## config.mk

```make
export PLATFORM = sky130hd
export DESIGN_NAME = i2s_tdm_tx
export DESIGN_NICKNAME = d
export VERILOG_FILES = /design/src/rtl/i2stx_pkg.sv /design/src/rtl/i2stx_frame_ctr.sv /design/src/rtl/i2stx_chan_src.sv /design/src/rtl/i2stx_shift_out.sv /design/src/rtl/i2s_tdm_tx.sv
export SDC_FILE = /design/constraint.sdc
export NUM_CORES = 1
export LEC_CHECK = 0
export ABC_CLOCK_PERIOD_IN_PS = 7200
export CELL_PAD_IN_SITES_DETAIL_PLACEMENT = 1
export CELL_PAD_IN_SITES_GLOBAL_PLACEMENT = 1
export CORE_MARGIN = 5
export CORE_UTILIZATION = 35
export DETAILED_ROUTE_END_ITERATION = 6
export DONT_BUFFER_PORTS = 1
export PLACE_DENSITY_LB_ADDON = 0.1
export SLEW_MARGIN = 40
export SYNTH_ARGS = -nofsm -noshare
export SYNTH_HDL_FRONTEND = slang
export SYNTH_HIERARCHICAL = 1
export SYNTH_SLANG_ARGS = --single-unit
```

## constraint.sdc

```tcl
create_clock -name clk -period 7.2 [get_ports clk]
set_input_delay 1.44 -clock clk [delete_from_list [all_inputs] [get_ports clk]]
set_output_delay 1.44 -clock clk [all_outputs]
set_load 0.02 [all_outputs]
```

## src/rtl/i2stx_pkg.sv

```systemverilog
package i2stx_pkg;
  localparam int SMP_W = 32;                 // sample word / TDM slot width
  localparam int BIT_W = $clog2(SMP_W) + 1;  // holds 0..SMP_W

  typedef enum logic [1:0] {
    FMT_I2S    = 2'd0,
    FMT_LJ     = 2'd1,
    FMT_TDM    = 2'd2,
    FMT_TDM_LJ = 2'd3
  } fmt_e;

  // Significant bits carried for a length code.
  function automatic logic [BIT_W-1:0] data_bits(input logic [2:0] code);
    case (code)
      3'd0:       return BIT_W'(32);
      3'd1:       return BIT_W'(24);
      3'd2:       return BIT_W'(20);
      3'd3:       return BIT_W'(18);
      3'd4, 3'd5: return BIT_W'(16);
      default:    return BIT_W'(8);
    endcase
  endfunction

  // Bit positions per slot.
  function automatic logic [BIT_W-1:0] slot_bits(input logic tdm, input logic [2:0] code,
                                                 input logic slot24);
    if (tdm) return BIT_W'(SMP_W);
    case (code)
      3'd0:             return BIT_W'(32);
      3'd1, 3'd2, 3'd3: return slot24 ? BIT_W'(24) : BIT_W'(32);
      3'd4, 3'd5:       return BIT_W'(16);
      default:          return BIT_W'(8);
    endcase
  endfunction
endpackage

```

## src/rtl/i2stx_frame_ctr.sv

```systemverilog
module i2stx_frame_ctr
  import i2stx_pkg::*;
#(
  parameter int NUM_CH = 8,
  localparam int CH_W = $clog2(NUM_CH)
) (
  input  logic             clk,
  input  logic             rst_n,
  input  logic             tx_en,
  input  logic             bclk_en,
  input  fmt_e             fmt,
  input  logic [2:0]       dlen,
  input  logic             slot24,
  input  logic [CH_W-1:0]  nch_m1,
  input  logic [1:0]       fs_width,
  input  logic             pair_ilv,
  output logic             slot_start,
  output logic [CH_W-1:0]  cur_ch,
  output logic [BIT_W-1:0] bit_idx,
  output logic             fs_val
);
  logic [CH_W-1:0]  slot_q;
  logic [BIT_W-1:0] bit_q;
  logic             tdm;
  logic [CH_W:0]    n_slots;
  logic [CH_W:0]    n_left;
  logic [BIT_W-1:0] slot_len;
  logic             last_bit, last_slot;

  assign tdm       = fmt[1];
  assign n_slots   = tdm ? ({1'b0, nch_m1} + 1'b1) : (CH_W+1)'(2);
  assign n_left    = (n_slots + 1'b1) >> 1;
  assign slot_len  = slot_bits(tdm, dlen, slot24);
  assign last_bit  = (bit_q >= slot_len - 1'b1);
  assign last_slot = ({1'b0, slot_q} >= n_slots - 1'b1);

  always_ff @(posedge clk) begin
    if (!rst_n || !tx_en) begin
      slot_q <= '0;
      bit_q  <= '0;
    end else if (bclk_en) begin
      if (last_bit) begin
        bit_q  <= '0;
        slot_q <= last_slot ? '0 : slot_q + 1'b1;
      end else begin
        bit_q <= bit_q + 1'b1;
      end
    end
  end

  assign slot_start = tx_en && bclk_en && (bit_q == '0);
  assign bit_idx    = bit_q;

  // Slot to channel: interleaved pairs, or all lefts then all rights.
  logic [CH_W:0] slot_w, ch_w;
  always_comb begin
    slot_w = {1'b0, slot_q};
    if (!tdm || pair_ilv)   ch_w = slot_w;
    else if (slot_w < n_left) ch_w = slot_w << 1;
    else                    ch_w = ((slot_w - n_left) << 1) + 1'b1;
    cur_ch = ch_w[CH_W-1:0];
  end

  // Frame-sync level for the current position.
  logic [15:0] frame_bit, half_bits;
  assign frame_bit = 16'(slot_q) * 16'd32 + 16'(bit_q);
  assign half_bits = 16'(n_slots) * 16'd16;

  always_comb begin
    case (fmt)
      FMT_I2S: fs_val = (slot_q != '0);
      FMT_LJ:  fs_val = (slot_q == '0);
      default: begin
        case (fs_width)
          2'd0:    fs_val = (slot_q == '0);
          2'd1:    fs_val = (frame_bit < half_bits);
          default: fs_val = (slot_q == '0) && (bit_q == '0);
        endcase
      end
    endcase
  end

  AST_CH_IN_FRAME: assert property (@(posedge clk) disable iff (!rst_n)
    slot_start |-> ({1'b0, cur_ch} < n_slots));
endmodule

```

## src/rtl/i2stx_chan_src.sv

```systemverilog
module i2stx_chan_src
  import i2stx_pkg::*;
#(
  parameter int NUM_CH = 8,
  localparam int CH_W = $clog2(NUM_CH)
) (
  input  logic                    clk,
  input  logic                    rst_n,
  input  logic                    slot_start,
  input  logic [CH_W-1:0]         cur_ch,
  input  logic                    mono,
  input  logic                    fill_repeat,
  input  logic [NUM_CH*SMP_W-1:0] smp_data,
  input  logic [NUM_CH-1:0]       smp_valid,
  output logic [NUM_CH-1:0]       smp_ready,
  output logic [NUM_CH-1:0]       underrun,
  output logic [SMP_W-1:0]        word_sel
);
  logic [NUM_CH-1:0][SMP_W-1:0] last_all;
  logic [NUM_CH-1:0][SMP_W-1:0] sent_all;

  for (genvar c = 0; c < NUM_CH; c++) begin : g_ch
    logic             strobe, dup;
    logic [SMP_W-1:0] partner, sent, last_r;

    assign strobe = slot_start && (cur_ch == CH_W'(c));

    if (c % 2 == 1) begin : g_odd
      assign dup     = mono;
      assign partner = last_all[c-1];
      AST_MONO_RIGHT_QUIET: assert property (@(posedge clk) disable iff (!rst_n)
        mono |-> !smp_ready[c] && !underrun[c]);
    end else begin : g_even
      assign dup     = 1'b0;
      assign partner = '0;
    end

    always_comb begin
      if (dup)               sent = partner;
      else if (smp_valid[c]) sent = smp_data[c*SMP_W +: SMP_W];
      else if (fill_repeat)  sent = last_r;
      else                   sent = '0;
    end

    always_ff @(posedge clk) begin
      if (!rst_n)      last_r <= '0;
      else if (strobe) last_r <= sent;
    end

    assign smp_ready[c] = strobe && !dup;
    assign underrun[c]  = strobe && !dup && !smp_valid[c];
    assign last_all[c]  = last_r;
    assign sent_all[c]  = sent;
  end

  assign word_sel = sent_all[cur_ch];

  AST_READY_ONEHOT: assert property (@(posedge clk) disable iff (!rst_n)
    $onehot0(smp_ready));
  AST_URUN_ONE_CYCLE: assert property (@(posedge clk) disable iff (!rst_n)
    (underrun != '0) |=> (underrun == '0));
endmodule

```

## src/rtl/i2stx_shift_out.sv

```systemverilog
module i2stx_shift_out
  import i2stx_pkg::*;
(
  input  logic             clk,
  input  logic             rst_n,
  input  logic             tx_en,
  input  logic             bclk_en,
  input  fmt_e             fmt,
  input  logic [2:0]       dlen,
  input  logic             slot_start,
  input  logic [BIT_W-1:0] bit_idx,
  input  logic             fs_val,
  input  logic [SMP_W-1:0] word_sel,
  output logic             sd_out,
  output logic             fs_out
);
  localparam int PICK_W = $clog2(SMP_W);

  logic [SMP_W-1:0]  word_q, word_cur;
  logic [BIT_W-1:0]  dbits;
  logic [PICK_W-1:0] pick;
  logic              bit_val, lj_q, delayed;

  always_ff @(posedge clk) begin
    if (!rst_n)          word_q <= '0;
    else if (slot_start) word_q <= word_sel;
  end

  assign word_cur = slot_start ? word_sel : word_q;
  assign dbits    = data_bits(dlen);
  assign pick     = PICK_W'(dbits - 1'b1 - bit_idx);
  assign bit_val  = (bit_idx < dbits) ? word_cur[pick] : 1'b0;
  assign delayed  = (fmt == FMT_I2S) || (fmt == FMT_TDM);

  always_ff @(posedge clk) begin
    if (!rst_n || !tx_en) begin
      lj_q   <= 1'b0;
      sd_out <= 1'b0;
      fs_out <= 1'b0;
    end else if (bclk_en) begin
      lj_q   <= bit_val;
      sd_out <= delayed ? lj_q : bit_val;
      fs_out <= fs_val;
    end
  end

  AST_PAD_ZERO: assert property (@(posedge clk) disable iff (!rst_n)
    tx_en && bclk_en && (bit_idx >= dbits) |=> !lj_q);
  AST_IDLE_QUIET: assert property (@(posedge clk) disable iff (!rst_n)
    !tx_en |=> !sd_out && !fs_out);
  AST_HOLD_NO_PULSE: assert property (@(posedge clk) disable iff (!rst_n)
    tx_en && !bclk_en |=> $stable(sd_out) && $stable(fs_out));
endmodule

```

## src/rtl/i2s_tdm_tx.sv

```systemverilog
module i2s_tdm_tx
  import i2stx_pkg::*;
#(
  parameter int NUM_CH = 8,
  localparam int CH_W = $clog2(NUM_CH)
) (
  input  logic                    clk,
  input  logic                    rst_n,
  input  logic                    tx_en,
  input  logic                    bclk_en,
  input  logic [1:0]              cfg_fmt,
  input  logic [2:0]              cfg_dlen,
  input  logic                    cfg_slot24,
  input  logic [CH_W-1:0]         cfg_nch_m1,
  input  logic [1:0]              cfg_fs_width,
  input  logic                    cfg_pair_ilv,
  input  logic                    cfg_mono,
  input  logic                    cfg_fill_repeat,
  input  logic [NUM_CH*SMP_W-1:0] smp_data,
  input  logic [NUM_CH-1:0]       smp_valid,
  output logic [NUM_CH-1:0]       smp_ready,
  output logic [NUM_CH-1:0]       underrun,
  output logic                    sd_out,
  output logic                    fs_out
);
  fmt_e             fmt;
  logic             slot_start, fs_val;
  logic [CH_W-1:0]  cur_ch;
  logic [BIT_W-1:0] bit_idx;
  logic [SMP_W-1:0] word_sel;

  assign fmt = fmt_e'(cfg_fmt);

  i2stx_frame_ctr #(.NUM_CH(NUM_CH)) u_frame (
    .clk(clk), .rst_n(rst_n), .tx_en(tx_en), .bclk_en(bclk_en),
    .fmt(fmt), .dlen(cfg_dlen), .slot24(cfg_slot24), .nch_m1(cfg_nch_m1),
    .fs_width(cfg_fs_width), .pair_ilv(cfg_pair_ilv),
    .slot_start(slot_start), .cur_ch(cur_ch), .bit_idx(bit_idx), .fs_val(fs_val)
  );

  i2stx_chan_src #(.NUM_CH(NUM_CH)) u_src (
    .clk(clk), .rst_n(rst_n), .slot_start(slot_start), .cur_ch(cur_ch),
    .mono(cfg_mono), .fill_repeat(cfg_fill_repeat),
    .smp_data(smp_data), .smp_valid(smp_valid),
    .smp_ready(smp_ready), .underrun(underrun), .word_sel(word_sel)
  );

  i2stx_shift_out u_shift (
    .clk(clk), .rst_n(rst_n), .tx_en(tx_en), .bclk_en(bclk_en),
    .fmt(fmt), .dlen(cfg_dlen), .slot_start(slot_start), .bit_idx(bit_idx),
    .fs_val(fs_val), .word_sel(word_sel), .sd_out(sd_out), .fs_out(fs_out)
  );
endmodule

```

==> run summary, run 1 <==
The worst supply voltage drop on vdd came out at ~0.14 mV. In this design, the critical path's most frequently occurring cell is ha_1. The max-cap violation count is 0. Buffers added to address setup during post-CTS repair amount to 0. The total non-filler cell area in the finished layout came out at between 20000 and 25000 sq um. After detailed routing, the met2 layer carries about 39000 um of wire.

STA classifies the critical path endpoint as a primary output. Of all nets on the critical path, the largest fanout is 10. In this run, CTS created clock tree buffers numbering 40. The worst-case clock buffer depth came out at 3. The destination of the critical timing path is underrun[1]. The commonest cells after synthesis are dfxtp_1 (300), nor2b_1 (295), nand2_1 (257). The worst endpoint required time came out at around 5.8 ns. The clock latency reported for the late side of the worst-skew pair came out at around 0.57 ns.

The worst slack on hold paths came out at about 0.45 ns. Of the total power, registers draw 0.366. The total net switching power came out at between 1 and 1.5 mW. The critical path in this run is classified as in -> out. For this block, the via count after detailed routing is ~18000. The per-cell routed wire length came out at approximately 29 um.

On the critical path the largest part of the delay comes from simple AND/OR/NAND/NOR gates. The shortest period the worst path allows is 6.44 ns. The slowest cell on the critical path is nor2b_2.

The worst register-to-register path ends at u_shift/lj_q. In this run, the number of DRC markers left after iteration 0 of detailed routing was about 1400. In this run the tightest slew margin relative to its limit is 0.338. The critical path crosses 14 cells after its start point. The source of the critical timing path is cfg_nch_m1[0].

The most used flip-flop cell after synthesis is dfxtp_1. The die area is approximately 60000 sq um. Prior to clock tree synthesis, the placed netlist has a worst setup slack of roughly 0.53 ns.

The detailed placer's ending HPWL is ~63000 um. The pin count of the biggest net entering global routing is slightly below 300. The H-tree depth reported by CTS is 2. The count of buffers added on input and output ports is 0.

The top-level I/O count came out at 300. For this design the ratio of total power to cell area is 222 nW/um^2. The post-synth net total is about 2700. The mean number of vias per cell is between 6 and 7. The count of buffering cells on the critical path with inverters included came out at 2.

The met1 routed wirelength after detailed routing is between 30000 and 40000 um. The depth of the worst register-to-register path is 16. Summing all multi-input logic gate instances after layout gives about 12000 sq um. The layout overhead on the synthesized area came out at 8.76%. The number of antenna violations at the first check in global routing came out at 7. The internal power came out at roughly 3.3 mW. The count of nets left with antenna violations once routing finished came out at 0. The total number of clock tree sinks came out at 300.

The biggest area contributor in the post-synthesis netlist is dfxtp_1. The achievable frequency came out at ~0.16 GHz. The final setup slack of the worst path came out at ~0.76 ns. Of the total power, the clock network draws 0.438. TritonCTS built the clock tree. The sequential cell area in the final layout came out at 6010 sq um. The total DRC errors in the routed layout is 0.

The number of nets in the layout came out at 2575. The transition at the pin with the smallest max-transition slack is ~1 ns. The clock transition at the registers of the reported paths is around 0.060 ns. The total of cells resized after clock tree synthesis came out at 0. The worst path arrival time came out at around 5.0 ns. The wire length after detailed routing came out at a little under 90000 um. The relative contribution of combinational cells to total power is 0.196. The category of the worst setup path launch point is a primary input. Yosys mapped a number of flops with a built-in enable equal to 0. The flow ran to the end, and the final reports show no timing, DRC or antenna violations. The total of hold buffers inserted after clock tree synthesis came out at 0. The overall global routing resource usage came out at 0.279. The cell area after placement is around 20000 sq um. The startpoint identified for the worst register-to-register timing path is u_frame/slot_q[1].

The flip-flop and latch count after synthesis came out at 300. The gate count after technology mapping is around 2400. The horizontal die dimension is around 250 um. The global-route wire length before repair is 126000 um. Across the routed clock network, the largest skew measured is roughly 0.024 ns. The fraction of the yosys area taken by sequential cells is 0.310. The highest signal layer in the routed design is met5. Counting distinct cell types in the post-synthesis netlist gives 70. Yosys attributes the largest share of cell area to dfxtp_1 (31%), nor2b_1 (9.5%), a21oi_1 (6.6%). The top-area cell type share of the netlist area came out at 0.310. Setup repair after global routing left no endpoint under its margin.

The warning count from the yosys run is 6. The die outline height is 245 um. The proportion of total power due to net switching came out at 0.301. The maximum cell stage delay along the critical path is ~0.53 ns. By instance count, the leading cell after synthesis is dfxtp_1. In this run the worst hold path is classified as reg -> reg.

After filler insertion, the fill cell instance count of the layout stands at 6456. In the final layout, the share of cells above drive strength 1 is 0.0685. The aggregate negative setup slack came out at 0 ns. The hold violation total from the final report is 0. The overall overflow remaining after global route is 0. The total number of placement rows came out at 86.

The critical path goes through ha_1, nand2b_1, ha_1, xor2_1, ha_1, nor2b_1, o21a_1, nor3_1, o31ai_4, buf_4, nor2b_2, nand2_1, nor3_1, buf_4. The via count of the first global-routing pass was ~18000. The first detailed-routing pass took 6 iterations. At the end of routability-driven placement, the weighted congestion stood at 0.889. The wire length on met3 came out at between 7000 and 8000 um. The share of the clock period used by the worst path after layout came out at 0.895.

Of all flip-flops after synthesis, the portion carrying an async set or reset was 0. In this run the most critical hold path is launched from u_src/g_ch[1].last_r[21]. In this run the static leakage power is about 7.7 nW. The clock root buffer is clkbuf_16. The final-report max-slew violation count is 0.

The average cell area after synthesis is 8.07 sq um. The post-synthesis instance area came out at about 19000 sq um. After floorplanning, the core was sized to cover ~55000 sq um.

Setup violations remaining at the end of the flow were counted as 0. The worst-case register-to-register setup slack came out at ~2.3 ns. The initial core utilization is 0.352.
[layer usage]
metal | vias up | global-route usage
met4 | 6 | 0.0967
li1 | 8426 | -
met1 | 9095 | 0.365
met5 | - | 0
met3 | 118 | 0.0921
met2 | 585 | 0.432
[worst register-to-register path, delay by kind of cell (launching register included)]
kind	cells	cell delay (ns)
AOI/OAI and AO/OA	8	2.14
and+or+nand+nor	3	0.95
buffers and inverters	3	0.81
DFF	1	0.51
adders and majority gates	1	0.31
muxes	1	0.17
[layout make-up]
type / count / share of cell area
Antenna cell: 4 / 0.000476
Tap cell: 704 / 0.0419
Multi-Input combinational cell: 1846 / 0.585
Timing Repair Buffer: 52 / 0.0205
Sequential cell: 300 / 0.285
Clock inverter: 9 / 0.00500
Clock buffer: 63 / 0.0579
Inverter: 23 / 0.00410
[registers in the layout, indices dropped and copies added (netlist names)]
name	cells
u_shift/sd_out	1
u_shift/word_q	32
u_shift/lj_q	1
u_shift/fs_out	1
u_src/g_ch.last_r	256
u_frame/bit_idx	6
u_frame/slot_q	3
[layout by cell type, fill, tap and decap left out, types with 5 or more instances in the layout]
| cell | n |
|---|---|
| dfxtp_1 | 300 |
| nor2b_1 | 294 |
| nand2_1 | 257 |
| a21oi_1 | 255 |
| a22oi_1 | 133 |
| mux2i_1 | 128 |
| o21ai_0 | 111 |
| nand3b_1 | 98 |
| and3b_1 | 70 |
| a221o_1 | 69 |
| nor2_1 | 54 |
| and2_1 | 50 |
| buf_4 | 48 |
| clkbuf_16 | 41 |
| nor3_1 | 33 |
| o31ai_1 | 30 |
| ha_1 | 29 |
| a21boi_0 | 26 |
| a221oi_1 | 25 |
| inv_1 | 23 |
| a221oi_2 | 17 |
| o211ai_1 | 12 |
| clkbuf_1 | 11 |
| clkbuf_8 | 11 |
| xor2_1 | 11 |
| nand3_1 | 11 |
| o21ai_1 | 11 |
| a211oi_1 | 10 |
| o22ai_1 | 9 |
| a21o_1 | 9 |
| o21a_1 | 8 |
| a21boi_1 | 7 |
| nand2b_1 | 6 |
| nand4_1 | 6 |
| xnor2_1 | 5 |
[power by group through the flow]
stage / Combinational, mW / Clock [mW] / Sequential (mW)
floorplan: 0.664 / 0 / 1.74
global placement: 0.872 / 0 / 1.75
detailed placement: 0.892 / 0 / 1.75
CTS: 0.898 / 2.10 / 1.71
global route: 0.962 / 2.16 / 1.71
finish: 0.914 / 2.05 / 1.71
[cell families (layout without fill, tap and decap cells)]
| kind of cell | after synthesis | count (layout) | synth area share |
|---|---|---|---|
| adders and majority gates | 30 | 30 | 0.0198 |
| and+or+nand+nor | 907 | 907 | 0.269 |
| muxes | 134 | 134 | 0.0728 |
| buffers and inverters | 250 | 147 | 0.0578 |
| xor gates and xnor gates | 16 | 16 | 0.00724 |
| AOI/OAI and AO/OA | 759 | 759 | 0.263 |
| DFF | 300 | 300 | 0.310 |
| other | 0 | 4 | 0 |
[through the flow]
stage          std cells   util  power (mW)
3_3_place_gp        2923  0.359        2.62
6_report            3001  0.383        4.68
4_1_cts             2997  0.383        4.71
2_1_floorplan       2396      -        2.40
3_5_place_dp        2925  0.359        2.64
5_1_grt             2999  0.383        4.84
[worst min-delay path by stage]
stage	to	slack [ns]	depth (start not counted)
CTS	u_src/g_ch[1].last_r[21]	0.45	2
floorplan	u_src/g_ch[1].last_r[0]	0.43	2
finish	u_src/g_ch[1].last_r[21]	0.45	2
global placement	u_src/g_ch[1].last_r[6]	0.44	2
detailed placement	u_src/g_ch[1].last_r[21]	0.45	2
global route	u_src/g_ch[1].last_r[21]	0.47	2
(Power assumes the default switching activity.)
==> inputs of run 2 (changes only) <==
MAX_ROUTING_LAYER = met4   (was unset)
==> run 2 against run 1 <==
- core utilization about the same
- power down 0.44%
- first-iteration DRC count up 19%
- die area unchanged
- clock power about the same
- final cell count about the same
- flip-flop and latch count unchanged
- fmax down 0.41%
- worst hold slack better by 0.0037 ns
- wire length up 0.90%
- clock skew down 0.0033 ns
- critical path depth unchanged
- largest cell class unchanged
- largest power group unchanged
- highest routed layer is now met4
==> run summary, run 2 (synthesis results as in run 1) <==
In this run the most critical hold path is launched from u_src/g_ch[1].last_r[0]. The worst relative slew slack is 0.274 (-0.0645). The destination of the worst hold path is u_src/g_ch[1].last_r[0]. The count of buffering cells on the critical path with inverters included is 2 (unchanged). The leakage power total came out at 7.69 nW (-0.15%). The via count of the first global-routing pass is 18300 (+0.42%). The remaining number of nets flagged by the antenna check after routing is 0 (unchanged). Setup repair after global routing left no endpoint under its margin.

The worst endpoint required time came to 5.76 ns (about the same). The part of the total power dissipated in sequential elements came out at 0.368 (+0.002). The portion of total power attributed to the clock network came out at 0.433 (-0.005). The wire length after detailed routing came out at 88900 um (+0.90%). The total power density per cell area came out at 221 nW/um^2 (-0.40%).

The achievable frequency is 0.155 GHz (-0.41%). The total non-filler cell area in the finished layout was 21000 sq um (about the same). The worst supply voltage drop on vdd came out at 0.140 mV (+3.6%). The internal power is 3.25 mW (-0.76%).

The mean number of vias per cell was 6.15 (+1.2%). The layout overhead on the synthesized area came out at 8.72% (about the same). The depth of the worst register-to-register path is 17 (+1). The total number of vias is 18400 (+1.2%).

The shortest period the worst path allows is 6.47 ns (+0.0267 ns). The total DRC errors in the routed layout came out at 0 (unchanged). Leaving out fill and tap cells, the most frequent cell in the layout is dfxtp_1. The horizontal die dimension was 245 um (unchanged). u_src/g_ch.last_r holds more flip-flops than any other register.

Traced cell by cell, the critical path runs through ha_1, nand2b_1, ha_1, xor2_1, ha_1, nor2b_1, o21a_1, nor3_1, o31ai_4, buf_4, nor2b_2, buf_4, nand3_2, nor2_1. The quantity of I/O buffers inserted on ports is 0 (unchanged). The number of fill cells came out at 6520 (+0.99%). The aggregate negative setup slack came to 0 ns (unchanged).

The worst min-delay path category is reg -> reg. The overall overflow remaining after global route came out at 0 (unchanged). The overall global routing resource usage is 0.290 (+0.0112). The number of clock buffers inserted by TritonCTS is 40 (unchanged).

The global-route wire length before repair came to 128000 um (+1.4%). The top-level I/O count came to 300 (unchanged). The flip-flop count of the largest register, all copies and words added is 256 (unchanged). The total of cells resized after clock tree synthesis came out at 0 (unchanged).

The pin count of the biggest net entering global routing is 291 (unchanged). By instance count, the cell type seen most on the critical path is ha_1. The relative contribution of combinational cells to total power was 0.199 (+0.003). The proportion of layout cells with a drive suffix above 1 is 0.0677 (-0.000724).

The number of setup buffers added after CTS came out at 0 (unchanged). The clock root buffer is clkbuf_16. The flow ran to the end, and the final reports show no timing, DRC or antenna violations. The detailed placer's ending HPWL is 63900 um (+0.91%). STA classifies the critical path endpoint as a primary output.

The slowest cell on the critical path is nor2b_2. The total power came out at 4.66 mW (-0.44%). The worst-case clock buffer depth came out at 3 (unchanged).

The total number of placement rows is 86 (unchanged). The worst flop-to-flop path startpoint is u_frame/slot_q[1]. The floorplan core area is 54900 sq um (unchanged). The hold-critical path depth came out at 2 (unchanged).

The number of antenna violations at the first check in global routing came to 9 (+2). The number of endpoints failing setup at the final stage came out at 0 (unchanged). The proportion of total power due to net switching came to 0.303 (+0.00228). The worst-case register-to-register setup slack came out at 2.20 ns (-0.05 ns).

The top cell types in the final layout, fill and taps aside, are dfxtp_1 (300), nor2b_1 (294), nand2_1 (257). The per-cell routed wire length is 29.6 um (+0.97%). The clock transition at the registers of the reported paths is 0.06 ns (about the same).

The largest driver fanout on the critical path is 11 (+1). The category of the worst setup path launch point is a primary input. The H-tree depth reported by CTS came out at 2 (unchanged). The share of the clock period used by the worst path after layout is 0.899 (+0.00371). The final-report max-slew violation count is 0 (unchanged). The total of hold buffers inserted after clock tree synthesis came to 0 (unchanged). The post-route clock skew came out at 0.0202 ns (-0.00330 ns). The hold violation total from the final report came out at 0 (unchanged). The clock latency reported for the late side of the worst-skew pair came out at 0.58 ns (about the same). The DRC violation total after the first TritonRoute iteration is 1694 (+19%). The initial core utilization is 0.352 (unchanged). The maximum cell stage delay along the critical path came out at 0.44 ns (-0.09 ns). The final weighted congestion in routability-driven placement is 0.892 (+0.28%). TritonCTS built the clock tree.

The total net switching power came out at 1.41 mW (+0.32%). The die outline height was 245 um (unchanged). The total number of clock tree sinks came out at 300 (unchanged). The cell area after placement came out at 19700 sq um (+0.18%). The max-cap violation count came out at 0 (unchanged).

The first-pass detailed-route iteration total came out at 5 (-1). The critical path's top delay family is simple AND/OR/NAND/NOR gates. The transition at the pin with the smallest max-transition slack came to 1.09 ns (+0.107 ns). The die area is 60100 sq um (unchanged).

The number of nets in the layout came out at 2577 (+0.078%). The worst register-to-register path ends at u_shift/lj_q. The worst path arrival time came out at 5.03 ns (+0.03 ns). The kind of critical path is in -> out.
run 2: cell count changes in the layout (fill, tap and decap cells not counted), sizes merged:
cell    change
diode       +3
clkbuf      -8
buf         +2
bufinv      +1
run 2: metal layers:
metal / global-route usage / part of all wire
met1: 0.388 / 0.45
met3: 0.0548 / 0.069
met2: 0.453 / 0.46
met4: 0.0738 / 0.025
met5: - / 0
run 2: worst max-delay path by stage:
stage | from | endpoint | slack [ns] | depth (start not counted)
finish | cfg_nch_m1[0] | smp_ready[5] | 0.73 | 14
global route | cfg_nch_m1[0] | underrun[5] | 0.43 | 14
CTS | cfg_nch_m1[0] | smp_ready[5] | 0.78 | 14
detailed placement | cfg_nch_m1[0] | u_shift/lj_q | 0.56 | 21
global placement | cfg_nch_m1[0] | u_shift/lj_q | 0.61 | 21
floorplan | cfg_nch_m1[0] | underrun[3] | 0.75 | 15
run 2: cell type report:
class                           count  area, sq um  area share
Inverter                           23         86.3     0.00411
Antenna cell                        7         17.5    0.000833
Clock inverter                     10          135     0.00643
Clock buffer                       55         1140      0.0541
Tap cell                          704          881      0.0419
Sequential cell                   300         6010       0.286
Timing Repair Buffer               54          458      0.0218
Multi-Input combinational cell   1846        12300       0.585
run 2: power by group through the flow:
stage	Sequential, mW	Clock [mW]	Combinational [mW]
after floorplan	1.74	0	0.664
after global placement	1.75	0	0.884
after detailed placement	1.75	0	0.900
after CTS	1.71	2.05	0.906
after global routing	1.71	2.12	0.968
final	1.71	2.02	0.926
run 2: per-stage QoR:
| step | util | instances | setup slack, ns | hold WS, ns |
|---|---|---|---|---|
| final | 0.383 | 2999 | 0.730 | 0.459 |
| after global routing | 0.383 | 2999 | 0.425 | 0.477 |
| after CTS | 0.383 | 2992 | 0.780 | 0.456 |
| after detailed placement | 0.360 | 2927 | 0.560 | 0.448 |
| after global placement | 0.359 | 2925 | 0.610 | 0.436 |
| after floorplan | - | 2396 | 0.751 | 0.431 |
run 2: worst register-to-register path, delay by kind of cell (launching register included):
| kind | cells | cell delay, ns |
|---|---|---|
| buffers and inverters | 2 | 0.62 |
| flip-flops | 1 | 0.50 |
| AO/OA/AOI/OAI | 9 | 2.19 |
| multiplexers | 1 | 0.16 |
| AND/OR/NAND/NOR | 4 | 1.12 |
| adder cells (fa/ha/maj) | 1 | 0.32 |
==> inputs of run 3 (changes only) <==
ABC_AREA = 1   (was unset)
==> run 3 against run 2 <==
- first-iteration DRC count down 19%
- non-clock buffer count down 11
- die area up 3.9%
- sequential power about the same
- critical endpoint is now underrun[3]
==> run summary, run 3 <==
The clock latency reported for the late side of the worst-skew pair is 0.57 ns (about the same). The number of nets in the layout came to 3660 (+42%). The total DRC errors in the routed layout came out at 0 (unchanged).

The number of endpoints failing setup at the final stage is 0 (unchanged). The largest total area in the synthesized netlist belongs to dfxtp_1. The aggregate negative setup slack was 0 ns (unchanged). The leakage power total is 10.9 nW (+42%). Ranked by instance count, the synthesized netlist is headed by nand2_1 (1341), inv_1 (451), nand3_1 (386).

The fraction of synthesis flops using an asynchronous set or reset pin was 0 (unchanged). The total power is 4.25 mW (-8.7%). The wire length after detailed routing came out at 88700 um (-0.22%). The mean number of vias per cell came out at 5.40 (-12%). The depth of the worst register-to-register path came out at 23 (+6). The sequential cell area in the final layout is 6010 sq um (unchanged). The gate count after technology mapping is 3513 (+47%).

The most common cell in the synthesized netlist is nand2_1. The warning count from the yosys run is 6 (unchanged). The flip-flop count of the largest register, all copies and words added is 256 (unchanged).

The total power density per cell area is 198 nW/um^2 (-11%). The horizontal die dimension is 250 um (+1.9%). The pin count of the biggest net entering global routing came out at 257 (-12%). The number of fill cells came to 7640 (+17%). The share of the core filled with cells is 0.379 (-0.00442). The worst-case register-to-register setup slack came out at 2.70 ns (+0.50 ns). The tree is rooted in a clkbuf_16. The most frequent standard cell in the layout excluding fill and tap cells is nand2_1. The max-cap violation count came out at 0 (unchanged). In the layout the commonest cells are nand2_1 (1339), inv_1 (447), nand3_1 (386). The overall global routing resource usage is 0.279 (-0.0103). TritonCTS built the clock tree. The post-synth net total came to 3825 (+41%). The proportion of layout cells with a drive suffix above 1 is 0.0389 (-0.0289). The worst slack on hold paths was 0.470 ns (+0.0112 ns).

In the synthesized netlist the dominant register cell turns out to be dfxtp_1. The clock transition at the registers of the reported paths is 0.06 ns (about the same). The largest driver fanout on the critical path is 25 (+14). The cell that appears most often on the critical path is nand2_1. The via count of the first global-routing pass came out at 22600 (+24%). The cell area after placement was 20300 sq um (+2.7%). The overall overflow remaining after global route came out at 0 (unchanged). The final weighted congestion in routability-driven placement came to 0.856 (-4.0%).

The per-cell routed wire length is 21.5 um (-28%). The number of clock buffers inserted by TritonCTS came to 39 (-2.5%). The worst relative slew slack is 0.420 (+0.146).

The floorplan core area came out at 56700 sq um (+3.3%). The top-level I/O count came out at 300 (unchanged). The final setup slack of the worst path was 0.819 ns (+0.0892 ns).

The number of synthesized flops with an enable pin is 0 (unchanged). The min-delay analysis places its worst path in the category reg -> reg. The H-tree depth reported by CTS is 2 (unchanged). The first-pass detailed-route iteration total came to 6 (+1). The DRC violation total after the first TritonRoute iteration is 1366 (-19%). The number of antenna violations at the first check in global routing came out at 5 (-4).

The post-synthesis instance area is 20100 sq um (+4.0%). Setup repair after global routing left no endpoint under its margin. Ranked by total cell area, the synthesized netlist is headed by dfxtp_1 (30%), nand2_1 (25%), nand3_1 (9.6%).

The cell count after placement is 4063 (+39%). The critical path goes through ha_1, inv_1, nand2_1, ha_1, xnor2_1, ha_1, nand2_1, nand2_1, a21oi_1, o21ai_0, o22ai_1, nand2_1, inv_2, nand2_2, nor3_1, buf_4. The total of cells resized after clock tree synthesis is 0 (unchanged). The worst endpoint required time came to 5.76 ns (about the same). The worst setup path is launched from a primary input. The register bank with the most flops is u_src/g_ch.last_r. The total number of clock tree sinks is 300 (unchanged).

The achievable frequency came out at 0.157 GHz (+1.4%). The total non-filler cell area in the finished layout came out at 21500 sq um (+2.2%). The flip-flop and latch count after synthesis is 300 (unchanged). The origin of the worst min-delay path is u_shift/word_q[30].

The share of the clock period used by the worst path after layout is 0.886 (-0.0124). For this design, the slowest cell found on the critical path is inv_2. The shortest period the worst path allows came out at 6.38 ns (-0.0892 ns). The post-route non-filler standard cell count came out at 4131 (+38%). The quantity of I/O buffers inserted on ports came out at 0 (unchanged). The worst-case clock buffer depth came to 3 (unchanged).

The average cell area after synthesis is 5.73 sq um (-29%). The die area was 62400 sq um (+3.9%). The initial core utilization is 0.355 (+0.00231).

The remaining number of nets flagged by the antenna check after routing is 0 (unchanged). The maximum cell stage delay along the critical path came out at 0.57 ns (+0.13 ns). The fraction of the yosys area taken by sequential cells is 0.298 (-0.0120). The transition at the pin with the smallest max-transition slack came out at 0.871 ns (-0.219 ns). The die outline height is 250 um (+1.9%). STA classifies the critical path endpoint as a primary output. The global-route wire length before repair came out at 136000 um (+6.1%).

The count of distinct cell types in the synthesized netlist came out at 34 (-51%). The worst path arrival time came out at 4.94 ns (-0.09 ns). The post-route clock skew is 0.0323 ns (+0.0121 ns). The hold-critical path depth came out at 2 (unchanged). The worst supply voltage drop on vdd is 0.147 mV (+5.3%). The final-report max-slew violation count is 0 (unchanged). The top-area cell type share of the netlist area is 0.298 (-0.0120). The number of setup buffers added after CTS came out at 0 (unchanged). The total number of placement rows is 87 (+1.2%). The hold violation total from the final report is 0 (unchanged). The worst flop-to-flop path startpoint is u_frame/slot_q[1]. The run finished with clean final reports. The total number of vias came out at 22300 (+21%). Tracing the worst setup path back leads to its startpoint at cfg_nch_m1[0]. The layout overhead on the synthesized area is 6.77%. The detailed placer's ending HPWL came to 60800 um (-4.9%).

The post-placement worst setup slack is 0.878 ns (+0.317 ns). The total of hold buffers inserted after clock tree synthesis came out at 0 (unchanged). The critical path is of the in -> out type. The multi-input combinational cell area is 11200 sq um (-8.8%).
[run 3: changes by cell type after synthesis, moves of 97 or more]
| cell | change |
|---|---|
| inv_1 | +428 |
| o21ai_1 | +122 |
| mux2i_1 | -128 |
| nand2_1 | +1084 |
| a31oi_1 | +126 |
| nand3b_1 | -97 |
| a22oi_1 | -133 |
| nor2b_1 | -295 |
| nand3_1 | +373 |
[run 3: area by class of cell]
| type | instances | share of cell area |
|---|---|---|
| clock inverters | 4 | 0.00239 |
| flip-flops and latches | 300 | 0.280 |
| well taps | 756 | 0.0440 |
| repair buffers | 43 | 0.0165 |
| diodes | 5 | 0.000582 |
| clock buffers | 59 | 0.0536 |
| inverters | 461 | 0.0810 |
| multi-input cells | 2503 | 0.522 |
[run 3: routing by layer]
metal / track usage / part of all wire / up-vias
met1: 0.363 / 0.45 / 10800
met5: - / 0 / -
met4: 0.0685 / 0.026 / 0
met2: 0.462 / 0.47 / 595
li1: - / - / 10700
met3: 0.0389 / 0.053 / 112
[run 3: worst paths after layout]
check                            end
setup / recovery         underrun[3]
hold / removal    u_shift/word_q[30]
setup reg to reg      u_shift/sd_out
hold reg to reg   u_shift/word_q[30]
[run 3: cell families (layout without fill, tap and decap cells)]
family	after synthesis	in the layout	share of synthesized area
xor gates and xnor gates	9	9	0.00392
AOI/OAI and AO/OA	572	572	0.151
buffers and inverters	710	567	0.147
other	0	5	0
DFF	300	300	0.298
and+or+nand+nor	1892	1892	0.380
adders and majority gates	30	30	0.0190
[run 3: power breakdown]
part	total, mW	switching (mW)	leakage, nW	internal [mW]
Combinational	0.597	0.431	7.93	0.166
Clock	1.93	0.805	0.587	1.13
Sequential	1.72	0.0214	2.43	1.70
[run 3: worst max-delay path: cells and delay by family]
kind                       cells  cell delay, ns
adders and majority gates      3            0.79
and+or+nand+nor                6            0.83
xor gates and xnor gates       1            0.20
buffers and inverters          3            0.80
AOI/OAI and AO/OA              3            0.87
